--- src/rtl/pps_pkg.sv ---
package pps_pkg;

    localparam int PLANES      = 4;
    localparam int BYTE_W      = 8;
    localparam int PIX_W       = 4;
    localparam int PIX_PER_GRP = 8;
    localparam int IDX_W       = $clog2(PIX_PER_GRP);
    localparam int FETCH_W     = PLANES * BYTE_W;

    typedef enum logic [1:0] {
        MODE_SLICE  = 2'd0,
        MODE_PAIR   = 2'd1,
        MODE_NIBBLE = 2'd2
    } grp_mode_e;

    typedef struct packed {
        logic [PLANES-1:0][BYTE_W-1:0] bytes;
        grp_mode_e                     mode;
    } fetch_grp_t;

    // fixed priority: nibble grouping wins over pair grouping
    function automatic grp_mode_e pick_mode(input logic nib, input logic pair);
        if (nib)       return MODE_NIBBLE;
        else if (pair) return MODE_PAIR;
        else           return MODE_SLICE;
    endfunction

endpackage

--- src/rtl/pps_group_reg.sv ---
module pps_group_reg
    import pps_pkg::*;
(
    input  logic                          clk,
    input  logic                          rst,
    input  logic                          load,
    input  logic [PLANES-1:0][BYTE_W-1:0] bytes_in,
    input  grp_mode_e                     mode_in,
    output fetch_grp_t                    grp
);

    always_ff @(posedge clk) begin
        if (rst) begin
            grp.bytes <= '0;
            grp.mode  <= MODE_SLICE;
        end else if (load) begin
            grp.bytes <= bytes_in;
            grp.mode  <= mode_in;
        end
    end

endmodule

--- src/rtl/pps_seq.sv ---
module pps_seq
    import pps_pkg::*;
(
    input  logic             clk,
    input  logic             rst,
    input  logic             load,
    output logic [IDX_W-1:0] idx,
    output logic             active
);

    localparam logic [IDX_W-1:0] LAST_IDX = IDX_W'(PIX_PER_GRP - 1);

    always_ff @(posedge clk) begin
        if (rst) begin
            active <= 1'b0;
            idx    <= '0;
        end else if (load) begin
            active <= 1'b1;
            idx    <= '0;
        end else if (active) begin
            if (idx == LAST_IDX) begin
                active <= 1'b0;
                idx    <= '0;
            end else begin
                idx <= idx + 1'b1;
            end
        end
    end

endmodule

--- src/rtl/pps_pixel_mux.sv ---
module pps_pixel_mux
    import pps_pkg::*;
(
    input  fetch_grp_t       grp,
    input  logic [IDX_W-1:0] idx,
    output logic [PIX_W-1:0] pix
);

    logic [PIX_W-1:0]  slice_pix;
    logic [PIX_W-1:0]  pair_pix;
    logic [PIX_W-1:0]  nib_pix;
    logic [BYTE_W-1:0] lo_byte;
    logic [BYTE_W-1:0] hi_byte;
    logic [BYTE_W-1:0] nib_byte;
    logic [2:0]        pair_sh;

    // bit-sliced: one bit from each plane, MSB first
    for (genvar k = 0; k < PLANES; k++) begin : g_slice
        assign slice_pix[k] = grp.bytes[k][BYTE_W-1-int'(idx)];
    end

    // pair-interleaved: first half uses planes 0/2, second half planes 1/3
    always_comb begin
        lo_byte  = grp.bytes[{1'b0, idx[2]}];
        hi_byte  = grp.bytes[{1'b1, idx[2]}];
        pair_sh  = 3'd6 - {idx[1:0], 1'b0};
        pair_pix = {hi_byte[pair_sh +: 2], lo_byte[pair_sh +: 2]};
    end

    // nibble: two pixels per plane, high nibble first
    always_comb begin
        nib_byte = grp.bytes[idx[2:1]];
        nib_pix  = idx[0] ? nib_byte[3:0] : nib_byte[7:4];
    end

    always_comb begin
        unique case (grp.mode)
            MODE_PAIR:   pix = pair_pix;
            MODE_NIBBLE: pix = nib_pix;
            default:     pix = slice_pix;
        endcase
    end

endmodule

--- src/rtl/plane_pixel_serializer.sv ---
module plane_pixel_serializer
    import pps_pkg::*;
(
    input  logic               clk,
    input  logic               rst,
    input  logic               load_i,
    input  logic [FETCH_W-1:0] planes_i,
    input  logic               nibble_mode_i,
    input  logic               pair_mode_i,
    output logic [PIX_W-1:0]   pix_o,
    output logic               pix_valid_o
);

    grp_mode_e        mode_sel;
    fetch_grp_t       grp;
    logic [IDX_W-1:0] idx;
    logic             active;
    logic [PIX_W-1:0] mux_pix;

    assign mode_sel = pick_mode(nibble_mode_i, pair_mode_i);

    pps_group_reg u_grp (
        .clk      (clk),
        .rst      (rst),
        .load     (load_i),
        .bytes_in (planes_i),
        .mode_in  (mode_sel),
        .grp      (grp)
    );

    pps_seq u_seq (
        .clk    (clk),
        .rst    (rst),
        .load   (load_i),
        .idx    (idx),
        .active (active)
    );

    pps_pixel_mux u_mux (
        .grp (grp),
        .idx (idx),
        .pix (mux_pix)
    );

    assign pix_o       = active ? mux_pix : '0;
    assign pix_valid_o = active;

endmodule

--- config.mk ---
export PLATFORM = sky130hd
export DESIGN_NAME = plane_pixel_serializer
export DESIGN_NICKNAME = d
export VERILOG_FILES = /design/src/rtl/pps_pkg.sv /design/src/rtl/pps_group_reg.sv /design/src/rtl/pps_seq.sv /design/src/rtl/pps_pixel_mux.sv /design/src/rtl/plane_pixel_serializer.sv
export SDC_FILE = /design/constraint.sdc
export NUM_CORES = 1
export LEC_CHECK = 0
export BUFFER_PORTS_ARGS = -buffer_cell sky130_fd_sc_hd__buf_4
export CORE_MARGIN = 2
export CORE_UTILIZATION = 50
export DETAILED_ROUTE_END_ITERATION = 6
export PLACE_DENSITY = 0.88
export SLEW_MARGIN = 20
export SYNTH_ARGS = -nofsm -noshare
export SYNTH_HDL_FRONTEND = slang
export SYNTH_SLANG_ARGS = --single-unit
--- constraint.sdc ---
create_clock -name clk -period 1.85 [get_ports clk]
set_input_delay 0.37 -clock clk [delete_from_list [all_inputs] [get_ports clk]]
set_output_delay 0.37 -clock clk [all_outputs]
set_load 0.02 [all_outputs]
==> flow_metrics.env, run 1 <==
export IMPL_required_ps=1480
export IMPL_avgViaCountPerCell=5.90
export IMPL_netlist_area_leader_share=0.334
export IMPL_r2r_cells=6
export IMPL_fin_tns_setup_ps=-1570
export IMPL_synth_edf_count=0
export IMPL_slowest_delay_ps=530
export IMPL_slowest_stage="or4_1"
export IMPL_final_cell_area_sq_um=3020
export IMPL_syn_area_per_cell_sq_um=9.86
export IMPL_worstPathCellList="inv_2, ha_4, nand3b_1, or4_1, o211ai_1, buf_4"
export IMPL_report_final_slew_viol_count=0
export IMPL_setup_ws_ps=-467
export IMPL_clk_path_buf_depth=2
export IMPL_io_pins=42
export IMPL_layout_drive_gt1_share=0.374
export IMPL_h_tree_depth=2
export IMPL_vias=2040
export IMPL_cts_buffers=5
export IMPL_cts_sinks=38
export IMPL_ir_worst_vdd_uv=494
export IMPL_p_leak_nw=1.27
export IMPL_cts_tree="yes"
export IMPL_min_from="planes_i[1]"
export IMPL_routed_wl_microns=6150
export IMPL_cp_arrival_ps=1950
export IMPL_synth_area_leaders="dfxtp_1 (33%), mux2i_1 (22%), mux4_2 (9.9%), nor2_1 (7.1%), mux4_1 (4.6%)"
export IMPL_hold_path_depth=3
export IMPL_cts_clk_slew_worst_paths_ps=70
export IMPL_hold_viol=0
export IMPL_avgRoutedWirePerCell_microns=17.8
export IMPL_holdWs_ps=308
export IMPL_grtUsageTotal=0.255
export IMPL_grt_pass1_wl_microns=10100
export IMPL_core_area_sq_um=4380
export IMPL_tightest_slew_ps=613
export IMPL_clock_latency_ps=290
export IMPL_p_per_area_nw_per_um2=609
export IMPL_critPathKind="reg -> out"
export IMPL_setup_viol=4
export IMPL_grt_antenna_before_repair=0
export IMPL_preCtsSetupSlack_ps=-173
export IMPL_hold_path_end="u_grp.grp[3]"
export IMPL_grt_max_degree=40
export IMPL_maxSlewHeadroom=0.591
export IMPL_drtAntennaViolNets=0
export IMPL_hp_class="in -> reg"
export IMPL_worstReg2RegStart="u_seq.idx[1]"
export IMPL_drt_iter0_markers=194
export IMPL_first_global_vias=2113
export IMPL_cp_end_kind="primary output"
export IMPL_worst_setup_path_start_kind="register"
export IMPL_finalCritPeriodShare=1.25
export IMPL_antennaDiodeCount=0
export IMPL_yosys_warnings=0
export IMPL_dpl_instance_area_sq_um=2790
export IMPL_synth_fp_nets=272
export IMPL_yosysTopAreaCell="dfxtp_1"
export IMPL_fp_row_count=24
export IMPL_cts_root_buf="clkbuf_8"
export IMPL_path_max_fanout=3
export IMPL_status="complete, but fails checks"
export IMPL_initial_core_util=0.519
export IMPL_die_x_microns=71.5
export IMPL_drc=0
export IMPL_synth_async_reset_ratio=0
export IMPL_violations="setup timing"
export IMPL_cap_violations=0
export IMPL_critPathBufInv=2
export IMPL_gp_congestion=0.879
export IMPL_synthToLayoutAreaGrowth_pct=32.4
export IMPL_r2r_end="u_seq.idx[0]"
export IMPL_post_route_min_period_ps=2320
export IMPL_dr_pass1_iters=5
export IMPL_synth_cell_types=30
export IMPL_syn_inst=231
export IMPL_final_util=0.688
export IMPL_synth_main_ff_cell="dfxtp_1"
export IMPL_synth_most_common_cell="mux2i_1"
export IMPL_gr_total_overflow=0
export IMPL_worst_r2r_setup_slack_ps=400
export IMPL_crit_family="simple AND/OR/NAND/NOR gates"
export IMPL_ys_seq_elements=38
export IMPL_max_freq_mhz=432
export IMPL_synthesis_area_sq_um=2280
export IMPL_dieArea_sq_um=5110
export IMPL_die_h_microns=71.5
export IMPL_io_buffers=41
export IMPL_rsz0062_at_grt="yes"
export IMPL_worst_path_stages=6
export IMPL_ys_seq_area_frac=0.334
export IMPL_dp_hpwl_microns=4260
export IMPL_ys_top_cells_by_count="mux2i_1 (50), nor2_1 (43), dfxtp_1 (38)"
export IMPL_fin_worst_skew_ps=1.76
export IMPL_layout_nets=334
## worst max path at each step
stage / start / to
floorplan: u_grp.grp[0] / pix_o[1]
global placement: u_grp.grp[0] / pix_o[3]
global route: u_seq.idx[2] / pix_o[1]
CTS: u_grp.grp[0] / pix_o[1]
finish: u_grp.grp[0] / pix_o[1]
detailed placement: u_grp.grp[0] / pix_o[3]
## placed cells by master (no fill, tap or decap), types with 2 or more instances in the layout
| master | n |
|---|---|
| nand2b_1 | 4 |
| mux4_2 | 13 |
| inv_1 | 3 |
| nor2b_1 | 5 |
| nand3b_1 | 3 |
| a211oi_1 | 4 |
| dfxtp_1 | 33 |
| nor3_1 | 3 |
| ha_1 | 2 |
| a21oi_1 | 4 |
| nor2_1 | 42 |
| ha_4 | 2 |
| buf_4 | 68 |
| a22oi_1 | 2 |
| nand3_1 | 8 |
| dfxtp_4 | 2 |
| or4_1 | 2 |
| mux2i_1 | 49 |
| nand2_1 | 9 |
| dfxtp_2 | 3 |
| buf_12 | 2 |
| inv_2 | 2 |
| o211ai_1 | 3 |
| clkbuf_8 | 6 |
| buf_6 | 2 |
| nand4_1 | 2 |
## power breakdown
part / internal [W] / total [W] / switching, W
Sequential: 0.000862 / 0.000913 / 0.0000510
Combinational: 0.000187 / 0.000334 / 0.000147
Clock: 0.000301 / 0.000589 / 0.000288
Total: 0.00135 / 0.00184 / 0.000486
## kinds of logic after synthesis
logic type,synth area share
simple gates,0.165
compound gates,0.0577
fa+ha+maj,0.0220
flops,0.334
buf+inv,0.0516
mux,0.370
## state kept, by name, indices dropped and copies added, names as in the netlist
| name | count |
|---|---|
| u_grp.grp | 34 |
| u_seq.idx | 3 |
| u_seq.active | 1 |
## worst register-to-register path, stage by stage (launching register included)
cell and delay, ps:
dfxtp_4 360, buf_4 210, ha_1 210, ha_1 170, nor2_1 180, mux2i_1 110
nor3_1 130
## per-stage QoR
| stage | total power (W) | std cells |
|---|---|---|
| floorplan | 0.00110 | 231 |
| global placement | 0.00123 | 334 |
| detailed placement | 0.00125 | 334 |
| CTS | 0.00183 | 346 |
| global route | 0.00191 | 346 |
| finish | 0.00184 | 346 |
## per-layer routing
layer,global-route usage,part of all wire,vias up,wire (microns)
met1,0.303,0.40,990,2460
met2,0.457,0.54,69,3290
met3,0.0422,0.043,15,264
li1,-,-,966,-
met5,0,0,-,0
met4,0.0985,0.023,0,139
## layout make-up
| cell class | count | area (sq um) |
|---|---|---|
| Tap cell | 52 | 65.1 |
| Clock inverter | 1 | 5.00 |
| Sequential cell | 38 | 772 |
| Multi-Input combinational cell | 170 | 1460 |
| Timing Repair Buffer | 73 | 606 |
| Clock buffer | 7 | 86.3 |
| Inverter | 5 | 18.8 |
| Fill cell | 354 | 1370 |
## repair_timing
item | in CTS | in global routing
setup buffers | 4 | 0
pin swaps | 5 | 4
hold buffers | 0 | 0
hold endpoints to repair | 0 | 0
endpoints found under the setup margin | 4 | 4
gates resized for setup | 16 | 10
cloned | 1 | 0
Note: power is estimated with default switching activity, not from simulation.
==> run 2, diff against run 1 <==
--- a/config.mk
+++ b/config.mk
@@ -6,10 +6,9 @@
 export NUM_CORES = 1
 export LEC_CHECK = 0
 export BUFFER_PORTS_ARGS = -buffer_cell sky130_fd_sc_hd__buf_4
-export CORE_MARGIN = 2
-export CORE_UTILIZATION = 50
+export CORE_UTILIZATION = 45
 export DETAILED_ROUTE_END_ITERATION = 6
-export PLACE_DENSITY = 0.88
+export PLACE_DENSITY = 0.81
 export SLEW_MARGIN = 20
 export SYNTH_ARGS = -nofsm -noshare
 export SYNTH_HDL_FRONTEND = slang
==> flow_metrics.env, run 2 (synthesis gave the netlist of run 1 again) <==
export IMPL_status="complete, but fails checks"
export IMPL_violations="setup timing"
export IMPL_report_final_slew_viol_count=0
export IMPL_setup_ws_ps=-446
export IMPL_layout_nets=334
export IMPL_cts_hold_fix_buffers=0
export IMPL_grt_pass1_wl_microns=9540
export IMPL_p_per_area_nw_per_um2=640
export IMPL_h_tree_depth=2
export IMPL_cts_clk_slew_worst_paths_ps=80
export IMPL_final_cell_mix="buf_4 (67), mux2i_1 (50), nor2_1 (42)"
export IMPL_grt_antenna_before_repair=0
export IMPL_cts_buffers=5
export IMPL_busiest_layer="met2"
export IMPL_crit_start="u_grp.grp[0]"
export IMPL_layout_drive_gt1_share=0.361
export IMPL_final_cells=361
export IMPL_critPathKind="reg -> out"
export IMPL_avgViaCountPerCell=5.54
export IMPL_use_met1=0.292
export IMPL_drtAntennaViolNets=0
export IMPL_drc=0
export IMPL_required_ps=1480
export IMPL_antennaDiodeCount=0
export IMPL_hp_class="in -> reg"
export IMPL_avgRoutedWirePerCell_microns=15.9
export IMPL_die_x_microns=73.1
export IMPL_use_met3=0.0525
export IMPL_worstReg2RegStart="u_seq.idx[1]"
export IMPL_vias=2000
export IMPL_rsz0062_at_grt="yes"
export IMPL_synthToLayoutAreaGrowth_pct=32.6
export IMPL_fin_worst_skew_ps=2.76
export IMPL_grtUsageTotal=0.238
export IMPL_post_route_min_period_ps=2300
export IMPL_drt_iter0_markers=173
export IMPL_cp_end_kind="primary output"
export IMPL_cts_root_buf="clkbuf_8"
export IMPL_ir_worst_vdd_uv=625
export IMPL_reg_top3="u_grp.grp: 34 flops, u_seq.idx: 3 flops, u_seq.active: 1 flops"
export IMPL_routed_wl_microns=5750
export IMPL_clock_latency_ps=300
export IMPL_nFillCells=420
export IMPL_path_max_fanout=3
export IMPL_core_area_sq_um=4790
export IMPL_max_freq_mhz=435
export IMPL_tightest_slew_ps=587
export IMPL_final_common_cell="buf_4"
export IMPL_min_from="planes_i[8]"
export IMPL_dieArea_sq_um=5350
export IMPL_grt_use_met2=0.406
export IMPL_finalCritPeriodShare=1.24
export IMPL_cts_sinks=38
export IMPL_regMostFlops="u_grp.grp"
export IMPL_fp_row_count=25
export IMPL_worst_setup_path_start_kind="register"
export IMPL_io_pins=42
export IMPL_largest_register_ffs=34
export IMPL_p_leak_nw=1.28
export IMPL_cts_tree="yes"
export IMPL_first_global_vias=1953
export IMPL_hold_viol=0
export IMPL_setup_viol=4
export IMPL_clk_path_buf_depth=2
export IMPL_die_h_microns=73.1
export IMPL_gp_congestion=0.857
export IMPL_gr_total_overflow=0
export IMPL_cap_violations=0
export IMPL_dp_hpwl_microns=4070
export IMPL_dr_pass1_iters=4
export IMPL_final_util=0.631
export IMPL_cp_arrival_ps=1930
export IMPL_initial_core_util=0.476
export IMPL_holdWs_ps=304
export IMPL_place_inst=349
export IMPL_maxSlewHeadroom=0.609
export IMPL_grt_max_degree=40
export IMPL_io_buffers=41
run 2: final timing paths:
| path | depth (start not counted) | to | slack (ps) |
|---|---|---|---|
| worst min register to register | 2 | u_grp.grp[2] | 550 |
| worst min-delay path | 3 | u_grp.grp[10] | 300 |
| worst max-delay path | 6 | pix_o[3] | -450 |
| worst max register to register | 7 | u_seq.idx[0] | 310 |
run 2: final cells by class:
cell class / instances / area [sq um] / share of cell area
clock inverter: 3 / 40.0 / 0.0133
multi-input combinational: 170 / 1420 / 0.470
timing repair buffer: 73 / 618 / 0.205
tap: 67 / 83.8 / 0.0278
inverter: 5 / 18.8 / 0.00621
sequential: 38 / 771 / 0.255
clock buffer: 5 / 68.8 / 0.0228
run 2: where the power goes:
part	switching (W)	internal [W]	total [W]
logic	0.000141	0.000183	0.000324
registers	0.0000480	0.000862	0.000910
clock network	0.000302	0.000397	0.000699
run 2: timing repair:
| item | in CTS | in global routing |
|---|---|---|
| setup endpoints to repair | 4 | 4 |
| gates resized for setup | 14 | 4 |
| pin swaps | 9 | 4 |
| buffers inserted | 4 | 1 |
| cloned | 1 | 0 |
run 2: critical path, cell delays in order, from the launching register on:
cell	delay, ps
dfxtp_2	340
inv_2	40
ha_4	210
nand3b_1	210
or4_4	530
o211ai_1	120
buf_4	180
run 2: per-stage QoR:
stage                     area (sq um)  total power, W  setup WS [ps]  TNS (ps)
after floorplan                   2280         0.00110          -85.1      -163
after global placement            2820         0.00123           -224      -513
after detailed placement          2820         0.00124           -257      -671
after CTS                         3010         0.00193           -442     -1520
after global routing              3020         0.00201           -539     -1810
final                             3020         0.00193           -446     -1540
run 2: per-layer routing:
layer | up-vias | share of wire
li1 | 962 | -
met5 | - | 0
met2 | 83 | 0.51
met4 | 0 | 0.024
met3 | 13 | 0.062
met1 | 942 | 0.40
